**config.mk**
```make
export PLATFORM = sky130hd
export DESIGN_NAME = stack_seq
export DESIGN_NICKNAME = d
export VERILOG_FILES = /design/src/rtl/stk_pkg.sv /design/src/rtl/stk_frame.sv /design/src/rtl/stk_ptr.sv /design/src/rtl/stk_result.sv /design/src/rtl/stack_seq.sv
export SDC_FILE = /design/constraint.sdc
export NUM_CORES = 1
export LEC_CHECK = 0
export BUFFER_PORTS_ARGS = -buffer_cell sky130_fd_sc_hd__buf_2
export CAP_MARGIN = 40
export CORE_UTILIZATION = 54
export DETAILED_ROUTE_END_ITERATION = 16
export PLACE_DENSITY = 0.81
export SLEW_MARGIN = 20
export SYNTH_ARGS = -nofsm -noshare
export SYNTH_HDL_FRONTEND = slang
export SYNTH_SLANG_ARGS = --single-unit
```
**constraint.sdc**
```tcl
create_clock -name clk -period 2.8 [get_ports clk]
set_input_delay 0.56 -clock clk [delete_from_list [all_inputs] [get_ports clk]]
set_output_delay 0.56 -clock clk [all_outputs]
set_load 0.02 [all_outputs]
```
**src/rtl/stk_pkg.sv**
```systemverilog
`timescale 1ns/1ps
package stk_pkg;
  localparam int FRAME_MAX  = 3;
  localparam int CNT_W      = $clog2(FRAME_MAX + 1);
  localparam int BRK_BIT    = 4;
  localparam logic [7:0] BRK_MASK = 8'(1 << BRK_BIT);

  typedef enum logic [3:0] {
    OP_NONE     = 4'd0,
    OP_CALL     = 4'd1,
    OP_BREAK    = 4'd2,
    OP_RET_INT  = 4'd3,
    OP_RET_SUB  = 4'd4,
    OP_PUSH_ACC = 4'd5,
    OP_PUSH_ST  = 4'd6,
    OP_PULL_ACC = 4'd7,
    OP_PULL_ST  = 4'd8
  } op_e;

  typedef enum logic [2:0] {
    DST_NONE = 3'd0,
    DST_PCL  = 3'd1,
    DST_PCH  = 3'd2,
    DST_ST   = 3'd3,
    DST_ACC  = 3'd4
  } dst_e;
endpackage

```
**src/rtl/stk_frame.sv**
```systemverilog
`timescale 1ns/1ps
module stk_frame
  import stk_pkg::*;
(
  input  logic [3:0]  op,
  input  logic [15:0] pc,
  input  logic [7:0]  st,
  input  logic [7:0]  acc,
  output logic        f_ok,
  output logic        f_pull,
  output logic [CNT_W-1:0] f_cnt,
  output logic [FRAME_MAX-1:0][7:0] f_byte,
  output dst_e        f_dst [FRAME_MAX]
);
  logic [15:0] pc_adv;
  assign pc_adv = pc + 16'd2;

  always_comb begin
    f_ok   = 1'b1;
    f_pull = 1'b0;
    f_cnt  = '0;
    f_byte = '0;
    for (int k = 0; k < FRAME_MAX; k++) f_dst[k] = DST_NONE;
    case (op)
      OP_CALL: begin
        f_cnt = CNT_W'(2);
        f_byte[0] = pc[15:8];
        f_byte[1] = pc[7:0];
      end
      OP_BREAK: begin
        f_cnt = CNT_W'(3);
        f_byte[0] = pc_adv[15:8];
        f_byte[1] = pc_adv[7:0];
        f_byte[2] = st | BRK_MASK;
      end
      OP_RET_INT: begin
        f_cnt  = CNT_W'(3);
        f_pull = 1'b1;
        f_dst[0] = DST_ST;
        f_dst[1] = DST_PCL;
        f_dst[2] = DST_PCH;
      end
      OP_RET_SUB: begin
        f_cnt  = CNT_W'(2);
        f_pull = 1'b1;
        f_dst[0] = DST_PCL;
        f_dst[1] = DST_PCH;
      end
      OP_PUSH_ACC: begin
        f_cnt = CNT_W'(1);
        f_byte[0] = acc;
      end
      OP_PUSH_ST: begin
        f_cnt = CNT_W'(1);
        f_byte[0] = st;
      end
      OP_PULL_ACC: begin
        f_cnt  = CNT_W'(1);
        f_pull = 1'b1;
        f_dst[0] = DST_ACC;
      end
      OP_PULL_ST: begin
        f_cnt  = CNT_W'(1);
        f_pull = 1'b1;
        f_dst[0] = DST_ST;
      end
      default: f_ok = 1'b0;
    endcase
  end
endmodule

```
**src/rtl/stk_ptr.sv**
```systemverilog
`timescale 1ns/1ps
module stk_ptr #(
  parameter logic [7:0] SP_INIT = 8'hFF
) (
  input  logic       clk,
  input  logic       rst_n,
  input  logic       inc_en,
  input  logic       dec_en,
  output logic [7:0] sp_q,
  output logic [7:0] sp_up
);
  logic [7:0] sp_d;

  assign sp_up = sp_q + 8'd1;

  always_comb begin
    sp_d = sp_q;
    if (inc_en)      sp_d = sp_up;
    else if (dec_en) sp_d = sp_q - 8'd1;
  end

  always_ff @(posedge clk or negedge rst_n) begin
    if (!rst_n) sp_q <= SP_INIT;
    else        sp_q <= sp_d;
  end
endmodule

```
**src/rtl/stk_result.sv**
```systemverilog
`timescale 1ns/1ps
module stk_result
  import stk_pkg::*;
(
  input  logic        clk,
  input  logic        rst_n,
  input  logic        cap_en,
  input  dst_e        cap_dst,
  input  logic [7:0]  cap_data,
  input  logic        pre_en,
  input  logic [15:0] pre_pc,
  input  logic [7:0]  pre_st,
  output logic [15:0] pc_q,
  output logic [7:0]  st_q,
  output logic [7:0]  acc_q
);
  logic [15:0] pc_d;
  logic [7:0]  st_d;
  logic [7:0]  acc_d;

  always_comb begin
    pc_d  = pc_q;
    st_d  = st_q;
    acc_d = acc_q;
    if (pre_en) begin
      pc_d = pre_pc;
      st_d = pre_st;
    end
    if (cap_en) begin
      case (cap_dst)
        DST_PCL: pc_d[7:0]  = cap_data;
        DST_PCH: pc_d[15:8] = cap_data;
        DST_ST:  st_d       = cap_data;
        DST_ACC: acc_d      = cap_data;
        default: ;
      endcase
    end
  end

  always_ff @(posedge clk or negedge rst_n) begin
    if (!rst_n) begin
      pc_q  <= '0;
      st_q  <= '0;
      acc_q <= '0;
    end else begin
      pc_q  <= pc_d;
      st_q  <= st_d;
      acc_q <= acc_d;
    end
  end
endmodule

```
**src/rtl/stack_seq.sv**
```systemverilog
`timescale 1ns/1ps
module stack_seq
  import stk_pkg::*;
#(
  parameter logic [7:0] STACK_PAGE = 8'h01,
  parameter logic [7:0] SP_INIT    = 8'hFF
) (
  input  logic        clk,
  input  logic        rst_n,
  input  logic        cmd_valid,
  input  logic [3:0]  cmd,
  input  logic [15:0] pc_in,
  input  logic [7:0]  status_in,
  input  logic [7:0]  acc_in,
  output logic [15:0] mem_addr,
  output logic        mem_we,
  output logic        mem_re,
  output logic [7:0]  mem_wdata,
  input  logic [7:0]  mem_rdata,
  output logic [7:0]  sp,
  output logic        busy,
  output logic        done,
  output logic [15:0] pc_out,
  output logic [7:0]  status_out,
  output logic [7:0]  acc_out
);
  // reset: asserted asynchronously, released on the clock
  logic rs1_q, rs2_q, rst_i_n;
  always_ff @(posedge clk or negedge rst_n) begin
    if (!rst_n) begin
      rs1_q <= 1'b0;
      rs2_q <= 1'b0;
    end else begin
      rs1_q <= 1'b1;
      rs2_q <= rs1_q;
    end
  end
  assign rst_i_n = rs2_q;

  // frame decode
  logic                        f_ok, f_pull;
  logic [CNT_W-1:0]            f_cnt;
  logic [FRAME_MAX-1:0][7:0]   f_byte;
  dst_e                        f_dst [FRAME_MAX];

  stk_frame u_frame (
    .op     (cmd),
    .pc     (pc_in),
    .st     (status_in),
    .acc    (acc_in),
    .f_ok   (f_ok),
    .f_pull (f_pull),
    .f_cnt  (f_cnt),
    .f_byte (f_byte),
    .f_dst  (f_dst)
  );

  // sequencer state
  logic             act_q, act_d;
  logic             pull_q, pull_d;
  logic [CNT_W-1:0] idx_q, idx_d;
  logic [CNT_W-1:0] cnt_q, cnt_d;
  logic             done_q, done_d;
  logic             accept, last_step;

  logic [7:0] slot_byte [FRAME_MAX];
  dst_e       slot_dst  [FRAME_MAX];

  for (genvar g = 0; g < FRAME_MAX; g++) begin : g_slot
    always_ff @(posedge clk or negedge rst_i_n) begin
      if (!rst_i_n) begin
        slot_byte[g] <= '0;
        slot_dst[g]  <= DST_NONE;
      end else if (accept) begin
        slot_byte[g] <= f_byte[g];
        slot_dst[g]  <= f_dst[g];
      end
    end
  end

  always_comb begin
    accept    = cmd_valid && !act_q && f_ok;
    last_step = act_q && (idx_q == cnt_q - CNT_W'(1));
    act_d     = act_q;
    pull_d    = pull_q;
    idx_d     = idx_q;
    cnt_d     = cnt_q;
    if (accept) begin
      act_d  = 1'b1;
      pull_d = f_pull;
      idx_d  = '0;
      cnt_d  = f_cnt;
    end else if (act_q) begin
      idx_d = idx_q + CNT_W'(1);
      if (last_step) act_d = 1'b0;
    end
    done_d = last_step;
  end

  always_ff @(posedge clk or negedge rst_i_n) begin
    if (!rst_i_n) begin
      act_q  <= 1'b0;
      pull_q <= 1'b0;
      idx_q  <= '0;
      cnt_q  <= '0;
      done_q <= 1'b0;
    end else begin
      act_q  <= act_d;
      pull_q <= pull_d;
      idx_q  <= idx_d;
      cnt_q  <= cnt_d;
      done_q <= done_d;
    end
  end

  // pointer
  logic [7:0] sp_q, sp_up;
  logic       do_push, do_pull;
  assign do_push = act_q && !pull_q;
  assign do_pull = act_q && pull_q;

  stk_ptr #(.SP_INIT(SP_INIT)) u_ptr (
    .clk    (clk),
    .rst_n  (rst_i_n),
    .inc_en (do_pull),
    .dec_en (do_push),
    .sp_q   (sp_q),
    .sp_up  (sp_up)
  );

  // current slot
  logic [7:0] cur_byte;
  dst_e       cur_dst;
  always_comb begin
    cur_byte = '0;
    cur_dst  = DST_NONE;
    for (int k = 0; k < FRAME_MAX; k++) begin
      if (idx_q == CNT_W'(k)) begin
        cur_byte = slot_byte[k];
        cur_dst  = slot_dst[k];
      end
    end
  end

  // results
  logic        pre_en;
  logic [15:0] pre_pc;
  logic [7:0]  pre_st;
  assign pre_en = accept && (cmd == OP_BREAK);
  assign pre_pc = pc_in + 16'd2;
  assign pre_st = status_in | BRK_MASK;

  stk_result u_res (
    .clk      (clk),
    .rst_n    (rst_i_n),
    .cap_en   (do_pull),
    .cap_dst  (cur_dst),
    .cap_data (mem_rdata),
    .pre_en   (pre_en),
    .pre_pc   (pre_pc),
    .pre_st   (pre_st),
    .pc_q     (pc_out),
    .st_q     (status_out),
    .acc_q    (acc_out)
  );

  // memory port
  assign mem_we    = do_push;
  assign mem_re    = do_pull;
  assign mem_addr  = {STACK_PAGE, (pull_q ? sp_up : sp_q)};
  assign mem_wdata = do_push ? cur_byte : 8'h00;
  assign sp        = sp_q;
  assign busy      = act_q;
  assign done      = done_q;
endmodule

```
==> results of run 1 <==
what timing repair did:
item	4_1_cts	5_1_grt
hold endpoints to repair	2	0
hold buffers	1	0
setup endpoints to repair	0	8
setup buffers	0	2
resized for setup	0	2
routing by layer:
metal | vias to the layer above | GRT usage
li1 | 1931 | -
met1 | 2011 | 0.383
met2 | 222 | 0.455
met3 | 28 | 0.0510
met4 | 0 | 0.117
met5 | - | 0
power by group through the flow:
stage	combinational, mW	clock, mW	sequential [mW]
floorplan	1.46	0	2.21
global placement	2.37	0	1.99
detailed placement	2.45	0	2.01
CTS	2.46	0.819	1.99
global route	2.71	0.860	2.05
finish	2.50	0.805	1.99
state kept, by name (all words and copies together) (netlist names):
| register | count |
|---|---|
| u_res.acc_q | 8 |
| rs1_q | 1 |
| u_res.st_q | 8 |
| done | 1 |
| idx_q | 2 |
| cnt_q | 2 |
| slot_byte | 24 |
| rs2_q | 1 |
| slot_dst | 5 |
| pull_q | 1 |
| u_res.pc_q | 16 |
| u_ptr.sp_q | 8 |
| busy | 1 |
layout by cell type (no fill, tap or decap), types with 7 or more instances in the layout:
master / n
sky130_fd_sc_hd__conb_1: 9
sky130_fd_sc_hd__mux2_4: 7
sky130_fd_sc_hd__xor2_1: 8
sky130_fd_sc_hd__buf_2: 106
sky130_fd_sc_hd__o211ai_1: 10
sky130_fd_sc_hd__clkbuf_8: 10
sky130_fd_sc_hd__a22oi_1: 16
sky130_fd_sc_hd__inv_1: 11
sky130_fd_sc_hd__and2_1: 10
sky130_fd_sc_hd__mux2_2: 23
sky130_fd_sc_hd__buf_4: 18
sky130_fd_sc_hd__a22o_1: 9
sky130_fd_sc_hd__nor2b_1: 8
sky130_fd_sc_hd__o21ai_0: 31
sky130_fd_sc_hd__nand2_1: 48
sky130_fd_sc_hd__a21oi_1: 10
sky130_fd_sc_hd__nand3_1: 10
sky130_fd_sc_hd__nor3_1: 18
sky130_fd_sc_hd__dfrtp_1: 68
sky130_fd_sc_hd__nor2_1: 14
sky130_fd_sc_hd__dfstp_2: 8
sky130_fd_sc_hd__o2111ai_1: 8
sky130_fd_sc_hd__xnor2_1: 17
final timing paths:
kind / cells past startpoint / slack (ps) / from / endpoint
worst max-delay path: 8 / 130 / idx_q[0]$_DFFE_PN0P_ / mem_wdata[1]
max in group asynchronous: 2 / 2190 / rst_n / rs2_q$_DFF_PN0_
min in group clk: 0 / 360 / rs1_q$_DFF_PN0_ / rs2_q$_DFF_PN0_
worst min-delay path: 0 / 80 / rs2_q$_DFF_PN0_ / slot_dst[3]$_DFFE_PN0P_
worst min register to register: 0 / 80 / rs2_q$_DFF_PN0_ / slot_dst[3]$_DFFE_PN0P_
worst max register to register: 6 / 510 / idx_q[1]$_DFFE_PN0P_ / u_res.st_q[2]$_DFF_PN0_
cell type report:
cell class,instances,area share
tap,105,0.0239
clock buffer,10,0.0251
sequential,78,0.358
multi-input combinational,348,0.446
inverter,11,0.00752
timing repair buffer,127,0.130
clock inverter,6,0.00911
synthesized netlist by cell type, drive strengths merged, types with 8 or more instances:
| master | n | area share |
|---|---|---|
| buf | 27 | 0.043 |
| nand2 | 51 | 0.042 |
| clkbuf | 15 | 0.012 |
| o21ai | 31 | 0.033 |
| a21oi | 12 | 0.014 |
| nor2 | 16 | 0.015 |
| mux2 | 32 | 0.083 |
| nand3 | 10 | 0.011 |
| xnor2 | 17 | 0.032 |
| xor2 | 8 | 0.015 |
| dfstp | 8 | 0.045 |
| and2 | 10 | 0.013 |
| dfrtp | 70 | 0.37 |
| o211ai | 10 | 0.016 |
| nor3 | 18 | 0.019 |
| a22o | 9 | 0.017 |
| o2111ai | 8 | 0.015 |
| nor2b | 8 | 0.011 |
| a22oi | 16 | 0.026 |
| inv | 11 | 0.0088 |
worst max-delay path, delay by kind of cell (launching register included):
kind | cells | cell delay, ps
AOI/OAI and AO/OA | 2 | 270
adders and majority gates | 1 | 230
buffers and inverters | 3 | 510
DFF | 1 | 420
and+or+nand+nor | 2 | 320
stage by stage:
stage          cells   util
3_3_place_gp     665  0.633
3_5_place_dp     665  0.633
6_report         685  0.662
2_1_floorplan    479      -
4_1_cts          682  0.657
5_1_grt          685  0.662
kinds of logic after synthesis:
kind of cell | after synthesis | share of synthesized area
and+or+nand+nor | 145 | 0.166
xor gates and xnor gates | 25 | 0.0467
buffers and inverters | 53 | 0.0641
other | 2 | 0.00160
AOI/OAI and AO/OA | 129 | 0.200
adders and majority gates | 6 | 0.0160
DFF | 78 | 0.419
muxes | 34 | 0.0868
==> impl_results.rst, run 1 <==
.. list-table::
   :header-rows: 1

   * - Metric
     - Value
   * - Status
     - finished clean
   * - Number of endpoints failing setup at the final stage
     - 0
   * - Number of DRC markers in iteration 0
     - approximately 450
   * - Part of the power in combinational logic
     - 0.472
   * - Residual DRC count
     - 0
   * - Vias post-DR
     - 4192
   * - Floorplan die width
     - between 90 and 100 um
   * - Share of power burned in registers
     - 0.376
   * - GRT Util Overall
     - 0.285
   * - Synth unique cells
     - between 60 and 70
   * - Cell area after technology mapping
     - around 4700 um^2
   * - Least setup slack across all paths after layout
     - 126 ps
   * - Standard-cell row count
     - 33
   * - Syn-to-layout area delta
     - 17.2%
   * - Number of failing hold endpoints at the final stage
     - 0
   * - Highest layer used for signal routing
     - met4
   * - Area taken by multi-input logic gates
     - ~2500 um^2
   * - Post-detailed-route count of antenna-violating nets
     - 0
   * - Final Skew
     - between 10 and 15 ps
   * - Leakage component of the power
     - approximately 2.5 nW
   * - Antenna violations before repair
     - 0
   * - Sequential cell area fraction in the yosys report
     - 0.419
   * - Power share of the clock group
     - 0.152
   * - Die ar.
     - 9050 um^2
   * - Routed wire length
     - 12500 um
   * - Critical path required time
     - around 2200 ps
   * - Total power consumption of the routed design
     - between 5 and 6 mW
   * - Cell internal power dissipation
     - approximately 3.0 mW
   * - Category of the worst setup path capture point
     - primary output
   * - Slew Limit Fails
     - 0
   * - Largest buffer count on any clock path
     - 2
   * - TritonCTS Sinks
     - slightly below 80
   * - Ratio of cells with drive above 1 in the final layout
     - 0.336
   * - Psw
     - approximately 2.3 mW
   * - Count of boundary I/O pins
     - 115
   * - Fillers
     - between 600 and 700
   * - Number of global-route vias before repair
     - roughly 4000
   * - Worst stage delay on the critical path
     - 420 ps
   * - Area of the core
     - approximately 8300 um^2
   * - Total congestion overflow
     - 0
   * - Die height
     - between 90 and 100 um
   * - Initial core utilization
     - 0.565
   * - Number of CTS-inserted buffers
     - 9
   * - Total of flip-flops plus latches after synthesis
     - 78
   * - Yosys Warn Count
     - 0
   * - Design Area, Final
     - between 5000 and 6000 um^2
   * - Chain of cells forming the critical path
     - inv_1 > ha_2 > nor2b_1 > buf_4 > a22oi_1 > o21ai_0 > and2_1 > buf_2
   * - Root Buffer Master
     - sky130_fd_sc_hd__clkbuf_8
   * - Share of flip-flops with an asynchronous set or reset
     - 1.00
   * - Shortest clock period the worst path allows after layout
     - about 2700 ps
   * - Via-per-instance ratio
     - 6.12
   * - Total of max-cap violations
     - 0
   * - Sequential cell area
     - just under 2000 um^2
   * - Largest net degree at the start of global routing
     - 44
   * - Highest clock rate
     - 374 MHz
   * - Critical Setup Path Class
     - reg -> out
   * - Number of port buffers
     - ~110
   * - Hold WS
     - around 83 ps
   * - Proportion of total power due to net switching
     - 0.441
   * - Setup TNS after final layout
     - 0 ps
   * - Cell with the largest stage delay on the worst path
     - sky130_fd_sc_hd__dfrtp_1
   * - WL met3
     - 1000 um
   * - Total number of nets in the final design
     - between 600 and 700
   * - Post-Place Cell Area
     - about 5300 um^2
   * - IR Drop Worst-Case VDD
     - between 500 and 600 uV
   * - Worst hold path class
     - reg -> async
   * - Post-placement setup slack
     - 462 ps
   * - Post-detail-place hpwl
     - 9490 um
   * - Maximum fanout count along the critical path
     - 10
   * - Routed met2 length
     - between 5000 and 6000 um
   * - Number of flops mapped to enable cells by yosys
     - 0
   * - Power density normalized to cell area
     - around 960 nW/um^2
   * - Slew at the pin closest to its max-slew limit
     - around 560 ps
   * - Critical Path AT
     - approximately 2100 ps
   * - Weighted congestion at the end of routability-driven global placement
     - 0.922
   * - CTS tree
     - built
   * - Slew margin rel.
     - 0.629
   * - DRT met1 WL
     - ~5300 um
   * - Per-instance average area after synthesis
     - roughly 10 um^2
   * - Category of the worst setup path launch point
     - flop
   * - Number of standard cells after synthesis
     - around 470
   * - First-pass GRT wire length
     - about 20000 um
   * - Most instantiated flip-flop cell in the synthesis netlist
     - sky130_fd_sc_hd__dfrtp_1
   * - Period utilization
     - 0.955
   * - Clock H-tree levels
     - 3
   * - Routed len/inst
     - approximately 18 um
   * - Insertion delay of the later-clocked pin in the worst-skew pair
     - around 350 ps
   * - Register clock-pin slew on the reported worst setup and hold paths
     - roughly 90 ps
   * - Initial DRT Pass Iterations
     - 5
   * - Antenna diode count
     - 0
No activity file was read; power rests on OpenSTA's default activity.
==> run 2, diff against run 1 <==
--- a/config.mk
+++ b/config.mk
@@ -6,10 +6,11 @@
 export NUM_CORES = 1
 export LEC_CHECK = 0
 export BUFFER_PORTS_ARGS = -buffer_cell sky130_fd_sc_hd__buf_2
-export CAP_MARGIN = 40
-export CORE_UTILIZATION = 54
+export CAP_MARGIN = 0
+export CORE_UTILIZATION = 56
+export CTS_BUF_LIST = sky130_fd_sc_hd__clkbuf_4
 export DETAILED_ROUTE_END_ITERATION = 16
-export PLACE_DENSITY = 0.81
+export PLACE_DENSITY = 0.83
 export SLEW_MARGIN = 20
 export SYNTH_ARGS = -nofsm -noshare
 export SYNTH_HDL_FRONTEND = slang
==> constraint.sdc (replaced) <==
create_clock -name clk -period 2.8 [get_ports clk]
set_input_delay 0.56 -clock clk [delete_from_list [all_inputs] [get_ports clk]]
set_output_delay 0.56 -clock clk [all_outputs]
set_load 0.1 [all_outputs]
==> run 2 against run 1 <==
Flip-flop and latch count unchanged; count of clock-buffer cells in the layout down 1; worst setup slack got worse by 54 ps; critical endpoint is now mem_addr[5]; largest cell class unchanged.
==> impl_results.rst, run 2 (same netlist as run 1, synthesis figures left out) <==
.. list-table::
   :header-rows: 1

   * - Metric
     - Value
   * - CP bufs+invs
     - 1
   * - Largest reg by FF count
     - slot_byte
   * - Vias post-DR
     - between 4000 and 5000
   * - Weighted congestion at the end of routability-driven global placement
     - 0.922
   * - First-pass GRT wire length
     - between 15000 and 20000 um
   * - Highest clock rate
     - around 370 MHz
   * - Cell family contributing the most delay on the critical path
     - flip-flops
   * - Period utilization
     - 0.975
   * - Post-detail-place hpwl
     - around 9500 um
   * - Critical Setup Path Class
     - reg -> out
   * - Category of the worst setup path launch point
     - flop
   * - Slew Limit Fails
     - 0
   * - Largest buffer count on any clock path
     - 2
   * - Worst reg2reg startpoint
     - idx_q[1]$_DFFE_PN0P_
   * - Total congestion overflow
     - 0
   * - Register clock-pin slew on the reported worst setup and hold paths
     - between 100 and 150 ps
   * - Final Util
     - 0.717
   * - Category of the worst setup path capture point
     - primary output
   * - Worst stage delay on the critical path
     - slightly above 700 ps
   * - Worst hold path class
     - reg -> async
   * - Fillers
     - between 600 and 700
   * - Largest net degree at the start of global routing
     - 36
   * - Most frequent cells in the layout
     - sky130_fd_sc_hd__buf_2, sky130_fd_sc_hd__dfrtp_1, sky130_fd_sc_hd__nand2_1
   * - Number of flip-flops in the largest register
     - 24
   * - Total number of nets in the final design
     - 628
   * - Via-per-instance ratio
     - just over 6
   * - Number of failing hold endpoints at the final stage
     - 0
   * - Hold WS
     - around 120 ps
   * - Design Area, Final
     - roughly 5700 um^2
   * - Number of endpoints failing setup at the final stage
     - 0
   * - Antenna violations before repair
     - 0
   * - Slew margin rel.
     - 0.596
   * - Post-placement setup slack
     - 320 ps
   * - Area of the core
     - roughly 7900 um^2
   * - Clock H-tree levels
     - 3
   * - Depth of the worst register-to-register path
     - 6
   * - Die height
     - 93.5 um
   * - Count of boundary I/O pins
     - 115
   * - Status
     - finished clean
   * - Die ar.
     - roughly 8700 um^2
   * - TritonCTS Sinks
     - 78
   * - Reg2Reg Capture Point
     - u_res.st_q[1]$_DFF_PN0_
   * - Regs by FF count
     - slot_byte x24, u_res.pc_q x16
   * - Initial core utilization
     - 0.591
   * - R2R setup slack
     - about 460 ps
   * - Busiest grt layer
     - met2
   * - Critical path required time
     - about 2200 ps
   * - Total of max-cap violations
     - 0
   * - Root Buffer Master
     - sky130_fd_sc_hd__clkbuf_4
   * - Syn-to-layout area delta
     - 21.3%
   * - Slew at the pin closest to its max-slew limit
     - approximately 610 ps
   * - Floorplan die width
     - about 93 um
   * - Critical Path AT
     - ~2200 ps
   * - Final Skew
     - about 21 ps
   * - Shortest clock period the worst path allows after layout
     - about 2700 ps
   * - Ratio of cells with drive above 1 in the final layout
     - 0.371
   * - Met1 track utilization from global routing
     - 0.398
   * - GRT Util Overall
     - 0.300
   * - Number of CTS-inserted buffers
     - 9
   * - Met2 track demand over resource
     - 0.477
   * - Initial DRT Pass Iterations
     - 6
   * - Antenna diode count
     - 0
   * - Number of global-route vias before repair
     - 4001
   * - Standard-cell row count
     - 32
   * - Cell with the largest stage delay on the worst path
     - sky130_fd_sc_hd__dfstp_4
   * - Chain of cells forming the critical path
     - nand4_1 > nor2_2 > xor2_4 > buf_4
   * - Post-Place Cell Area
     - 5470 um^2
   * - Routed len/inst
     - 18.2 um
   * - Most common library cell in the layout ignoring fill and taps
     - sky130_fd_sc_hd__buf_2
   * - GRT met3 Usage
     - 0.0423
   * - CTS tree
     - built
   * - Least setup slack across all paths after layout
     - around 71 ps
   * - Unrepaired setup endpoints after global routing
     - true
   * - Residual DRC count
     - 0
   * - Insertion delay of the later-clocked pin in the worst-skew pair
     - 440 ps
   * - Post-detailed-route count of antenna-violating nets
     - 0
   * - Routed wire length
     - ~12000 um
   * - Number of DRC markers in iteration 0
     - 440
   * - Maximum fanout count along the critical path
     - 10
   * - Number of port buffers
     - between 100 and 150
[run 2: cell types whose count changed in the layout (fill, tap and decap cells not counted), moves of 4 or more]
cell and delta:
sky130_fd_sc_hd__buf_2 -12, sky130_fd_sc_hd__clkbuf_8 -10, sky130_fd_sc_hd__clkbuf_4 +9, sky130_fd_sc_hd__and2_1 -7, sky130_fd_sc_hd__and2_2 +7, sky130_fd_sc_hd__buf_12 +6, sky130_fd_sc_hd__o21ai_0 -6, sky130_fd_sc_hd__o21ai_1 +5
sky130_fd_sc_hd__xor2_1 -5, sky130_fd_sc_hd__buf_4 +4
[run 2: worst max-delay path by stage]
stage | startpoint | to | slack, ps | depth (start not counted)
2_1_floorplan | busy$_DFF_PN0_ | mem_wdata[0] | -170 | 4
3_3_place_gp | idx_q[0]$_DFFE_PN0P_ | u_res.acc_q[5]$_DFFE_PN0P_ | 400 | 7
3_5_place_dp | idx_q[0]$_DFFE_PN0P_ | u_res.st_q[7]$_DFF_PN0_ | 320 | 6
4_1_cts | idx_q[0]$_DFFE_PN0P_ | mem_wdata[4] | 10 | 8
5_1_grt | u_ptr.sp_q[2]$_DFFE_PN1P_ | mem_addr[7] | -40 | 4
6_report | u_ptr.sp_q[2]$_DFFE_PN1P_ | mem_addr[5] | 70 | 4
[run 2: timing repair]
item                                    CTS  global route
gates resized for setup                   5            14
setup buffers                             0             4
hold buffers                              1             0
endpoints found under the setup margin    5            13
endpoints found under the hold margin     2             0
[run 2: cell type report]
cell class | instances | area [um^2] | share of cell area
flip-flops and latches | 78 | 1970 | 0.347
clock inverters | 7 | 72.6 | 0.0128
inverters | 11 | 41.3 | 0.00726
multi-input cells | 348 | 2580 | 0.453
clock buffers | 9 | 67.6 | 0.0119
repair buffers | 127 | 828 | 0.146
well taps | 102 | 128 | 0.0224
[run 2: worst reg2reg max path: cells and delay by family (launching register included)]
| kind | cells | cell delay, ps |
|---|---|---|
| AOI/OAI and AO/OA | 2 | 760 |
| adders and majority gates | 1 | 290 |
| buffers and inverters | 2 | 380 |
| DFF | 1 | 440 |
| muxes | 1 | 360 |
[run 2: routing by layer]
layer  vias up  share of wire
met3        27          0.071
met2       191           0.48
met4         0          0.030
met1      1983           0.42
met5         -              0
li1       1930              -
[run 2: through the flow]
| step | instances | TNS [ps] |
|---|---|---|
| final | 682 | 0 |
| after global routing | 682 | -81.5 |
| after CTS | 678 | 0 |
| after detailed placement | 661 | 0 |
| after global placement | 661 | 0 |
| after floorplan | 479 | -165 |
Power of run 2 is not shown: default switching activity piles up to over one toggle a cycle in this logic, so the estimate is an artifact.
==> run 3, diff against run 2 <==
--- a/config.mk
+++ b/config.mk
@@ -7,10 +7,9 @@
 export LEC_CHECK = 0
 export BUFFER_PORTS_ARGS = -buffer_cell sky130_fd_sc_hd__buf_2
 export CAP_MARGIN = 0
-export CORE_UTILIZATION = 56
+export CORE_UTILIZATION = 32
 export CTS_BUF_LIST = sky130_fd_sc_hd__clkbuf_4
 export DETAILED_ROUTE_END_ITERATION = 16
-export PLACE_DENSITY = 0.83
 export SLEW_MARGIN = 20
 export SYNTH_ARGS = -nofsm -noshare
 export SYNTH_HDL_FRONTEND = slang
==> run 3 against run 2 <==
Utilization fell by 30 points; via count is 1.1% lower; worst setup slack improved by 76 ps; register-to-register slack improved by 110 ps; worst hold slack gained 170 ps; cell count grew 12%; critical endpoint is now mem_wdata[3]; highest routed layer is now met5.
==> impl_results.rst, run 3 (same netlist as run 1, synthesis figures left out) <==
.. list-table::
   :header-rows: 1

   * - Metric
     - Value
   * - Status
     - finished clean
   * - Initial core utilization
     - 0.332
   * - Slew at the pin closest to its max-slew limit
     - about 1000 ps
   * - CP bufs+invs
     - 3
   * - Vias post-DR
     - slightly above 4000
   * - Number of failing hold endpoints at the final stage
     - 0
   * - TritonCTS Sinks
     - 78
   * - CTS tree
     - built
   * - Chain of cells forming the critical path
     - inv_2 > ha_2 > nor2b_1 > buf_4 > a22oi_1 > o21ai_0 > and2_2 > buf_12
   * - Number of global-route vias before repair
     - 4027
   * - Maximum fanout count along the critical path
     - 9
   * - Final Instance Count excl. Fillers
     - around 760
   * - Total of max-cap violations
     - 0
   * - Regs by FF count
     - slot_byte x24, u_res.pc_q x16
   * - Clock H-tree levels
     - 3
   * - Worst stage delay on the critical path
     - around 430 ps
   * - Cell family contributing the most delay on the critical path
     - buffers and inverters
   * - Slew Limit Fails
     - 0
   * - Routed len/inst
     - 17.6 um
   * - Largest reg by FF count
     - slot_byte
   * - Root Buffer Master
     - sky130_fd_sc_hd__clkbuf_4
   * - Shortest clock period the worst path allows after layout
     - between 2000 and 3000 ps
   * - Critical Path AT
     - around 2100 ps
   * - Largest net degree at the start of global routing
     - a little under 80
   * - Number of DRC markers in iteration 0
     - between 200 and 250
   * - Floorplan die width
     - between 100 and 150 um
   * - Insertion delay of the later-clocked pin in the worst-skew pair
     - between 400 and 500 ps
   * - Routed wire length
     - around 13000 um
   * - Period utilization
     - 0.948
   * - Via-per-instance ratio
     - roughly 5.3
   * - GRT Util Overall
     - 0.187
   * - Category of the worst setup path capture point
     - primary output
   * - Die ar.
     - approximately 15000 um^2
   * - Critical path required time
     - between 2000 and 2500 ps
   * - Antenna violations before repair
     - 2
   * - Syn-to-layout area delta
     - 24.8%
   * - Total congestion overflow
     - 0
   * - Slew margin rel.
     - 0.327
   * - Number of flip-flops in the largest register
     - 24
   * - Area of the core
     - around 14000 um^2
   * - Post-detailed-route count of antenna-violating nets
     - 0
   * - Ratio of cells with drive above 1 in the final layout
     - 0.373
   * - Residual DRC count
     - 0
   * - Placed Cells
     - 740
   * - Post-detail-place hpwl
     - between 10000 and 15000 um
   * - Die height
     - roughly 120 um
   * - Final Skew
     - between 15 and 20 ps
   * - Register clock-pin slew on the reported worst setup and hold paths
     - approximately 120 ps
   * - Largest buffer count on any clock path
     - 2
   * - Critical Setup Path Class
     - reg -> out
   * - First-pass GRT wire length
     - between 20000 and 25000 um
   * - Most frequent cells in the layout
     - sky130_fd_sc_hd__buf_2, sky130_fd_sc_hd__dfrtp_1, sky130_fd_sc_hd__nand2_1
   * - Number of endpoints failing setup at the final stage
     - 0
   * - Number of CTS-inserted buffers
     - 9
   * - Initial DRT Pass Iterations
     - 4
   * - Count of boundary I/O pins
     - around 120
   * - Total number of nets in the final design
     - between 600 and 700
   * - Standard-cell row count
     - 43
   * - Cell with the largest stage delay on the worst path
     - sky130_fd_sc_hd__dfrtp_1
   * - Number of port buffers
     - 106
   * - Most common library cell in the layout ignoring fill and taps
     - sky130_fd_sc_hd__buf_2
   * - Highest clock rate
     - 377 MHz
   * - Worst hold path class
     - reg -> async
   * - Category of the worst setup path launch point
     - flop
   * - Fillers
     - between 1000 and 1500
   * - Weighted congestion at the end of routability-driven global placement
     - 0.888
## run 3: routing by layer
metal	part of all wire	GRT usage	vias up
li1	-	-	1938
met1	0.45	0.247	1958
met2	0.45	0.282	160
met3	0.074	0.0572	28
met4	0.024	0.0813	2
met5	0.0011	0	-
## run 3: final cells by class
type / count / area [um^2] / share of cell area
Antenna cell: 2 / 5.00 / 0.000856
Sequential cell: 78 / 1970 / 0.338
Timing Repair Buffer: 129 / 867 / 0.148
Inverter: 11 / 41.3 / 0.00706
Clock inverter: 7 / 87.6 / 0.0150
Multi-Input combinational cell: 348 / 2580 / 0.441
Tap cell: 180 / 225 / 0.0385
Clock buffer: 9 / 67.6 / 0.0116
## run 3: path summary, 6_finish.rpt
kind | from | endpoint | slack, ps | cells after the start
setup / recovery | idx_q[0]$_DFFE_PN0P_ | mem_wdata[3] | 150 | 8
hold / removal | rs2_q$_DFF_PN0_ | u_res.acc_q[1]$_DFFE_PN0P_ | 300 | 0
setup reg to reg | idx_q[1]$_DFFE_PN0P_ | u_res.pc_q[12]$_DFF_PN0_ | 570 | 6
hold reg to reg | rs2_q$_DFF_PN0_ | u_res.acc_q[1]$_DFFE_PN0P_ | 300 | 0
max in group asynchronous | rs2_q$_DFF_PN0_ | u_ptr.sp_q[6]$_DFFE_PN1P_ | 1860 | 1
min in group clk | acc_in[3] | slot_byte[19]$_DFFE_PN0P_ | 350 | 3
## run 3: through the flow
stage | TNS (ps) | hold slack (ps) | instance area [um^2] | util | worst slack [ps]
floorplan | -165 | 264 | 4830 | - | -165
global placement | 0 | 342 | 5580 | 0.396 | 416
detailed placement | 0 | 336 | 5580 | 0.396 | 358
CTS | -7.27 | 317 | 5770 | 0.410 | -7.27
global route | -36.5 | 310 | 5840 | 0.415 | -13.2
finish | 0 | 296 | 5850 | 0.415 | 147
## run 3: timing repair
action,CTS,global route
gates resized for setup,8,9
pin swaps,0,2
hold endpoints to repair,2,0
setup buffers,1,3
endpoints found under the setup margin,7,12
hold buffers,1,0
Power of run 3 is left out for the same reason.
